===== config.mk =====
export PLATFORM = sky130hd
export DESIGN_NAME = wbf_decoder
export DESIGN_NICKNAME = d
export VERILOG_FILES = /design/src/rtl/wbf_pkg.sv /design/src/rtl/wbf_check_min.sv /design/src/rtl/wbf_syndrome.sv /design/src/rtl/wbf_flip_select.sv /design/src/rtl/wbf_decoder.sv
export SDC_FILE = /design/constraint.sdc
export NUM_CORES = 2
export LEC_CHECK = 0
export CAP_MARGIN = 10
export CORE_ASPECT_RATIO = 1.4
export CORE_UTILIZATION = 25
export CTS_CLUSTER_DIAMETER = 120
export DETAILED_ROUTE_END_ITERATION = 8
export DONT_BUFFER_PORTS = 1
export PLACE_DENSITY = 0.48
export SYNTH_ARGS = -nofsm -noshare
export SYNTH_HDL_FRONTEND = slang
export SYNTH_SLANG_ARGS = --single-unit

===== constraint.sdc =====
create_clock -name clk -period 86.6 [get_ports clk]
set_input_delay 4.33 -clock clk [delete_from_list [all_inputs] [get_ports clk]]
set_output_delay 4.33 -clock clk [all_outputs]
set_load 0.005 [all_outputs]

===== src/rtl/wbf_pkg.sv =====
package wbf_pkg;

  // Offset of the k-th one in the first row of circulant b
  function automatic int hpos(input int b, input int k, input int z);
    return ((b + 1) * k * (k + 1) / 2) % z;
  endfunction

  typedef enum logic [1:0] {
    ST_IDLE = 2'd0,
    ST_RUN  = 2'd1,
    ST_DONE = 2'd2
  } wbf_state_e;

endpackage


===== src/rtl/wbf_check_min.sv =====
module wbf_check_min
  import wbf_pkg::*;
#(
  parameter int Z  = 15,
  parameter int L  = 2,
  parameter int W  = 3,
  parameter int MW = 4
) (
  input  logic [L*Z*MW-1:0] mag_i,
  output logic [Z*MW-1:0]   cmin_o
);

  for (genvar r = 0; r < Z; r++) begin : g_row
    logic [MW-1:0] low;
    always_comb begin
      low = '1;
      for (int b = 0; b < L; b++) begin
        for (int k = 0; k < W; k++) begin
          if (mag_i[(b*Z + (r + hpos(b, k, Z)) % Z)*MW +: MW] < low)
            low = mag_i[(b*Z + (r + hpos(b, k, Z)) % Z)*MW +: MW];
        end
      end
    end
    assign cmin_o[r*MW +: MW] = low;
  end

endmodule


===== src/rtl/wbf_syndrome.sv =====
module wbf_syndrome
  import wbf_pkg::*;
#(
  parameter int Z = 15,
  parameter int L = 2,
  parameter int W = 3
) (
  input  logic [L*Z-1:0] word_i,
  output logic [Z-1:0]   syn_o
);

  for (genvar r = 0; r < Z; r++) begin : g_row
    logic par;
    always_comb begin
      par = 1'b0;
      for (int b = 0; b < L; b++) begin
        for (int k = 0; k < W; k++) begin
          par = par ^ word_i[b*Z + (r + hpos(b, k, Z)) % Z];
        end
      end
    end
    assign syn_o[r] = par;
  end

endmodule


===== src/rtl/wbf_flip_select.sv =====
module wbf_flip_select
  import wbf_pkg::*;
#(
  parameter int Z  = 15,
  parameter int L  = 2,
  parameter int W  = 3,
  parameter int MW = 4,
  localparam int N  = L * Z,
  localparam int IW = (N > 1) ? $clog2(N) : 1,
  localparam int EW = $clog2(W * ((1 << MW) - 1) + 1) + 1
) (
  input  logic [Z-1:0]    syn_i,
  input  logic [Z*MW-1:0] cmin_i,
  output logic [IW-1:0]   idx_o
);

  logic signed [EW-1:0] score [N];
  logic signed [EW-1:0] best;

  // Weighted sum over the W checks covering each bit
  always_comb begin
    for (int i = 0; i < N; i++) begin
      score[i] = '0;
      for (int k = 0; k < W; k++) begin
        if (syn_i[((i % Z) - hpos(i / Z, k, Z) + Z) % Z])
          score[i] = score[i] + $signed({{(EW-MW){1'b0}},
                     cmin_i[(((i % Z) - hpos(i / Z, k, Z) + Z) % Z)*MW +: MW]});
        else
          score[i] = score[i] - $signed({{(EW-MW){1'b0}},
                     cmin_i[(((i % Z) - hpos(i / Z, k, Z) + Z) % Z)*MW +: MW]});
      end
    end
  end

  // Strict comparison keeps the lowest index on ties
  always_comb begin
    best  = score[0];
    idx_o = '0;
    for (int i = 1; i < N; i++) begin
      if (score[i] > best) begin
        best  = score[i];
        idx_o = IW'(i);
      end
    end
  end

endmodule


===== src/rtl/wbf_decoder.sv =====
module wbf_decoder
  import wbf_pkg::*;
#(
  parameter int Z        = 15,
  parameter int L        = 2,
  parameter int W        = 3,
  parameter int MW       = 4,
  parameter int MAX_ITER = 10,
  localparam int N  = L * Z,
  localparam int CW = $clog2(MAX_ITER + 1),
  localparam int IW = (N > 1) ? $clog2(N) : 1
) (
  input  logic            clk,
  input  logic            rst_n,
  input  logic            load_i,
  input  logic [N-1:0]    sign_i,
  input  logic [N*MW-1:0] mag_i,
  input  logic            start_i,
  output logic            busy_o,
  output logic            done_o,
  output logic            ok_o,
  output logic [N-1:0]    word_o,
  output logic [CW-1:0]   iters_o
);

  wbf_state_e      state_q, state_d;
  logic [N-1:0]    word_q, word_d;
  logic [Z*MW-1:0] cmin_q, cmin_new;
  logic            cmin_en;
  logic [CW-1:0]   iter_q, iter_d;
  logic            ok_q, ok_d;
  logic [Z-1:0]    syn;
  logic [IW-1:0]   flip_idx;

  wbf_check_min #(.Z(Z), .L(L), .W(W), .MW(MW)) u_min (
    .mag_i  (mag_i),
    .cmin_o (cmin_new)
  );

  wbf_syndrome #(.Z(Z), .L(L), .W(W)) u_syn (
    .word_i (word_q),
    .syn_o  (syn)
  );

  wbf_flip_select #(.Z(Z), .L(L), .W(W), .MW(MW)) u_sel (
    .syn_i  (syn),
    .cmin_i (cmin_q),
    .idx_o  (flip_idx)
  );

  always_comb begin
    state_d = state_q;
    word_d  = word_q;
    iter_d  = iter_q;
    ok_d    = ok_q;
    cmin_en = 1'b0;
    unique case (state_q)
      ST_IDLE, ST_DONE: begin
        if (load_i) begin
          state_d = ST_IDLE;
          word_d  = sign_i;
          cmin_en = 1'b1;
          iter_d  = '0;
          ok_d    = 1'b0;
        end else if (start_i) begin
          state_d = ST_RUN;
          iter_d  = '0;
          ok_d    = 1'b0;
        end
      end
      ST_RUN: begin
        if (syn == '0) begin
          state_d = ST_DONE;
          ok_d    = 1'b1;
        end else if (iter_q == CW'(MAX_ITER)) begin
          state_d = ST_DONE;
          ok_d    = 1'b0;
        end else begin
          word_d = word_q ^ (N'(1) << flip_idx);
          iter_d = iter_q + CW'(1);
        end
      end
      default: state_d = ST_IDLE;
    endcase
  end

  always_ff @(posedge clk or negedge rst_n) begin
    if (!rst_n) begin
      state_q <= ST_IDLE;
      word_q  <= '0;
      iter_q  <= '0;
      ok_q    <= 1'b0;
    end else begin
      state_q <= state_d;
      word_q  <= word_d;
      iter_q  <= iter_d;
      ok_q    <= ok_d;
    end
  end

  always_ff @(posedge clk or negedge rst_n) begin
    if (!rst_n)       cmin_q <= '0;
    else if (cmin_en) cmin_q <= cmin_new;
  end

  assign busy_o  = (state_q == ST_RUN);
  assign done_o  = (state_q == ST_DONE);
  assign ok_o    = ok_q;
  assign word_o  = word_q;
  assign iters_o = iter_q;

endmodule


==> run metrics <==
status completed; Yosys top cell area share 22.9%; area occupied by registers ~0.0024 mm²; clk_skew 0.0142 ns; WHS 0.530 ns; Detailed Place HPWL 135000 µm; Clk pin slew, worst setup/hold paths 0.08 ns; Compound-Gate Fraction of Synth Area 26.5%; Die Span X 337 µm; cts hold-fix bufs 0; Post-Synth XOR/XNOR Area between 10% and 20%; post-route cell area 0.0424 mm²; Nets approximately 6000; Port Buffer Count 0; postcts setup bufs 0; I/O Pins ~190; area of the multi-input gates between 0.03 and 0.04 mm²; Vias roughly 37000; Cell variety after synth approximately 180; Max-slew headroom 21.0%; clock sinks a little under 100; Max Freq 16.5 MHz; Top Family by Delay on Critical Path compound AO/OA/AOI/OAI gates; Post-DRT Antenna Nets 0; dpl cell area 0.0421 mm²; period utilisation layout around 70%; CTS tree done; DIE AREA 0.159 mm²; mux cell area share after synthesis 6.60%; Cell Area, Synth 0.0393 mm²; cell row count 171; register bit total from synthesis 97; Synth area leader ha_1; placer congestion estimate 0.968; GR Overflow Total 0; Core Area 0.156 mm²; RSZ-0062 raised after global routing no; Synth Area in Simple Gates 15.9%; critical path endpoint category flip-flop; most common cell in the netlist ha_1; Initial Utilization 25.3%; worst-skew pair later-pin latency around 0.38 ns; worst endpoint required time 86.87 ns; PostCTS Resize Cnt 0; Post-synth ARST share 100%; ratio of cells with drive above 1 in the final layout 8.43%; initial antenna violation count 1; Post-synth EDFFs 0; Longest Clk Path Bufs 2; FILL cells around 17000; largest net degree at the start of global routing 98; Layout area overhead 7.90%; Hold Fails Final Rpt 0; Synth Flop Type dfrtp_1; synth cell count leaders ha_1, a21oi_1, inv_1; Finish-stage setup viols 0; Root Buffer clkbuf_16; largest family of logic cells by synthesized area compound AO/OA/AOI/OAI gates; Via density just over 5; yosys warns 0; Total Wirelength 161000 µm; Worst path max stage delay 0.85 ns; Synth Net Count 6014; Global Route Usage Sum 19.9%; cell mode on critical path ha_1; fin. max-slew vios 0; Mapped Cells ~5000; minimum clock period 60.56 ns; Avg Cell Area, Syn slightly below 8 µm²; Die H 471 µm; Max Cap Violations 0; top post-synthesis cells by area ha_1, xnor2_1, a21oi_1, dfrtp_1, inv_1; Num CTS Buffers 9; Hold Path Class reg2reg; CP max-delay cell o221ai_2; 1st-pass router iterations 8; CP startpoint kind flip-flop; Setup Total Neg Slack 0 ns; number of H-tree levels 3; worst path arrival time about 60 ns; first-pass GRT wire length 236000 µm; vias in the first global route 36800; DRC errors left 0; DR iter-0 viols 1741; Worst Path Class, Setup reg2reg; post-synthesis sequential area ratio under 10%; Critical Path Fanout Max 20; Synth Area in Adders about a quarter; worst slew pin tran 1.17 ns; Routed wire per std cell 22.4 µm; CP Buf/Inv Count 8
-- layout by cell type (no fill, tap or decap), types with 26 or more instances in the layout --
master and n:
xor2_1 126, inv_1 435, a21oi_1 592, buf_4 88, a21o_1 129, o21ai_0 288, nor2_1 419, o21a_1 27
mux2_2 47, maj3_1 26, nand3_1 50, nand2_1 406, xnor2_1 410, ha_1 720, o21bai_1 124, nand2b_1 54
nor3_1 69, mux2i_1 146, a31oi_1 33, o211ai_1 44, dfrtp_1 97, o21ai_1 30, a211oi_1 40, or3_1 35
fa_1 49
-- sequential cells by signal, indices dropped and copies added (netlist names) --
signal	count
ok_o	1
iters_o	4
word_o	30
cmin_q	60
state_q	2
-- logic make-up (layout without fill, tap and decap cells) --
family	Yosys count	in the layout
AO/OA/AOI/OAI	1602	1602
AND/OR/NAND/NOR	1276	1276
adder cells (fa/ha/maj)	802	802
XOR/XNOR	561	561
buffers and inverters	519	543
multiplexers	234	234
flip-flops	97	97
other	0	2
-- tightest hold or removal path: stages (launching register included) --
cell     delay [ns]
dfrtp_1        0.38
nand2_1        0.06
o21ai_0        0.06
-- stage by stage --
stage / setup WS (ns) / cells / utilization (%)
floorplan: 34.81 / 5091 / -
global placement: 27.25 / 7175 / 27.1
detailed placement: 26.71 / 7175 / 27.1
CTS: 26.49 / 7191 / 27.3
global route: 21.46 / 7191 / 27.3
finish: 26.04 / 7193 / 27.3
-- layer usage --
layer,global-route usage [%],wire (µm),vias to the layer above
met4,12.0,11000,0
met2,35.9,80100,975
li1,-,-,18300
met5,0,0,-
met1,21.6,62300,17500
met3,3.04,7830,299
-- final timing paths --
check	endpoint	start	depth (start not counted)	slack [ns]
max	word_o[7]	word_o[16]	241	26.04
min	cmin_q[35]	cmin_q[35]	2	0.53
max reg2reg	word_o[7]	word_o[16]	241	26.04
min reg2reg	cmin_q[35]	cmin_q[35]	2	0.53
max in group asynchronous	cmin_q[15]	rst_n	0	82.61
min in group asynchronous	word_o[26]	rst_n	0	3.66
-- cell type report --
type / count / area share, %
Antenna cell: 2 / 0.0118
Clock buffer: 10 / 0.540
Clock inverter: 6 / 0.121
Inverter: 439 / 3.88
Multi-Input combinational cell: 4475 / 82.0
Sequential cell: 97 / 5.72
Tap cell: 2076 / 6.12
Timing Repair Buffer: 88 / 1.56
Power is not shown: default switching activity piles up to over one toggle a cycle in this logic, so the estimate is an artifact.
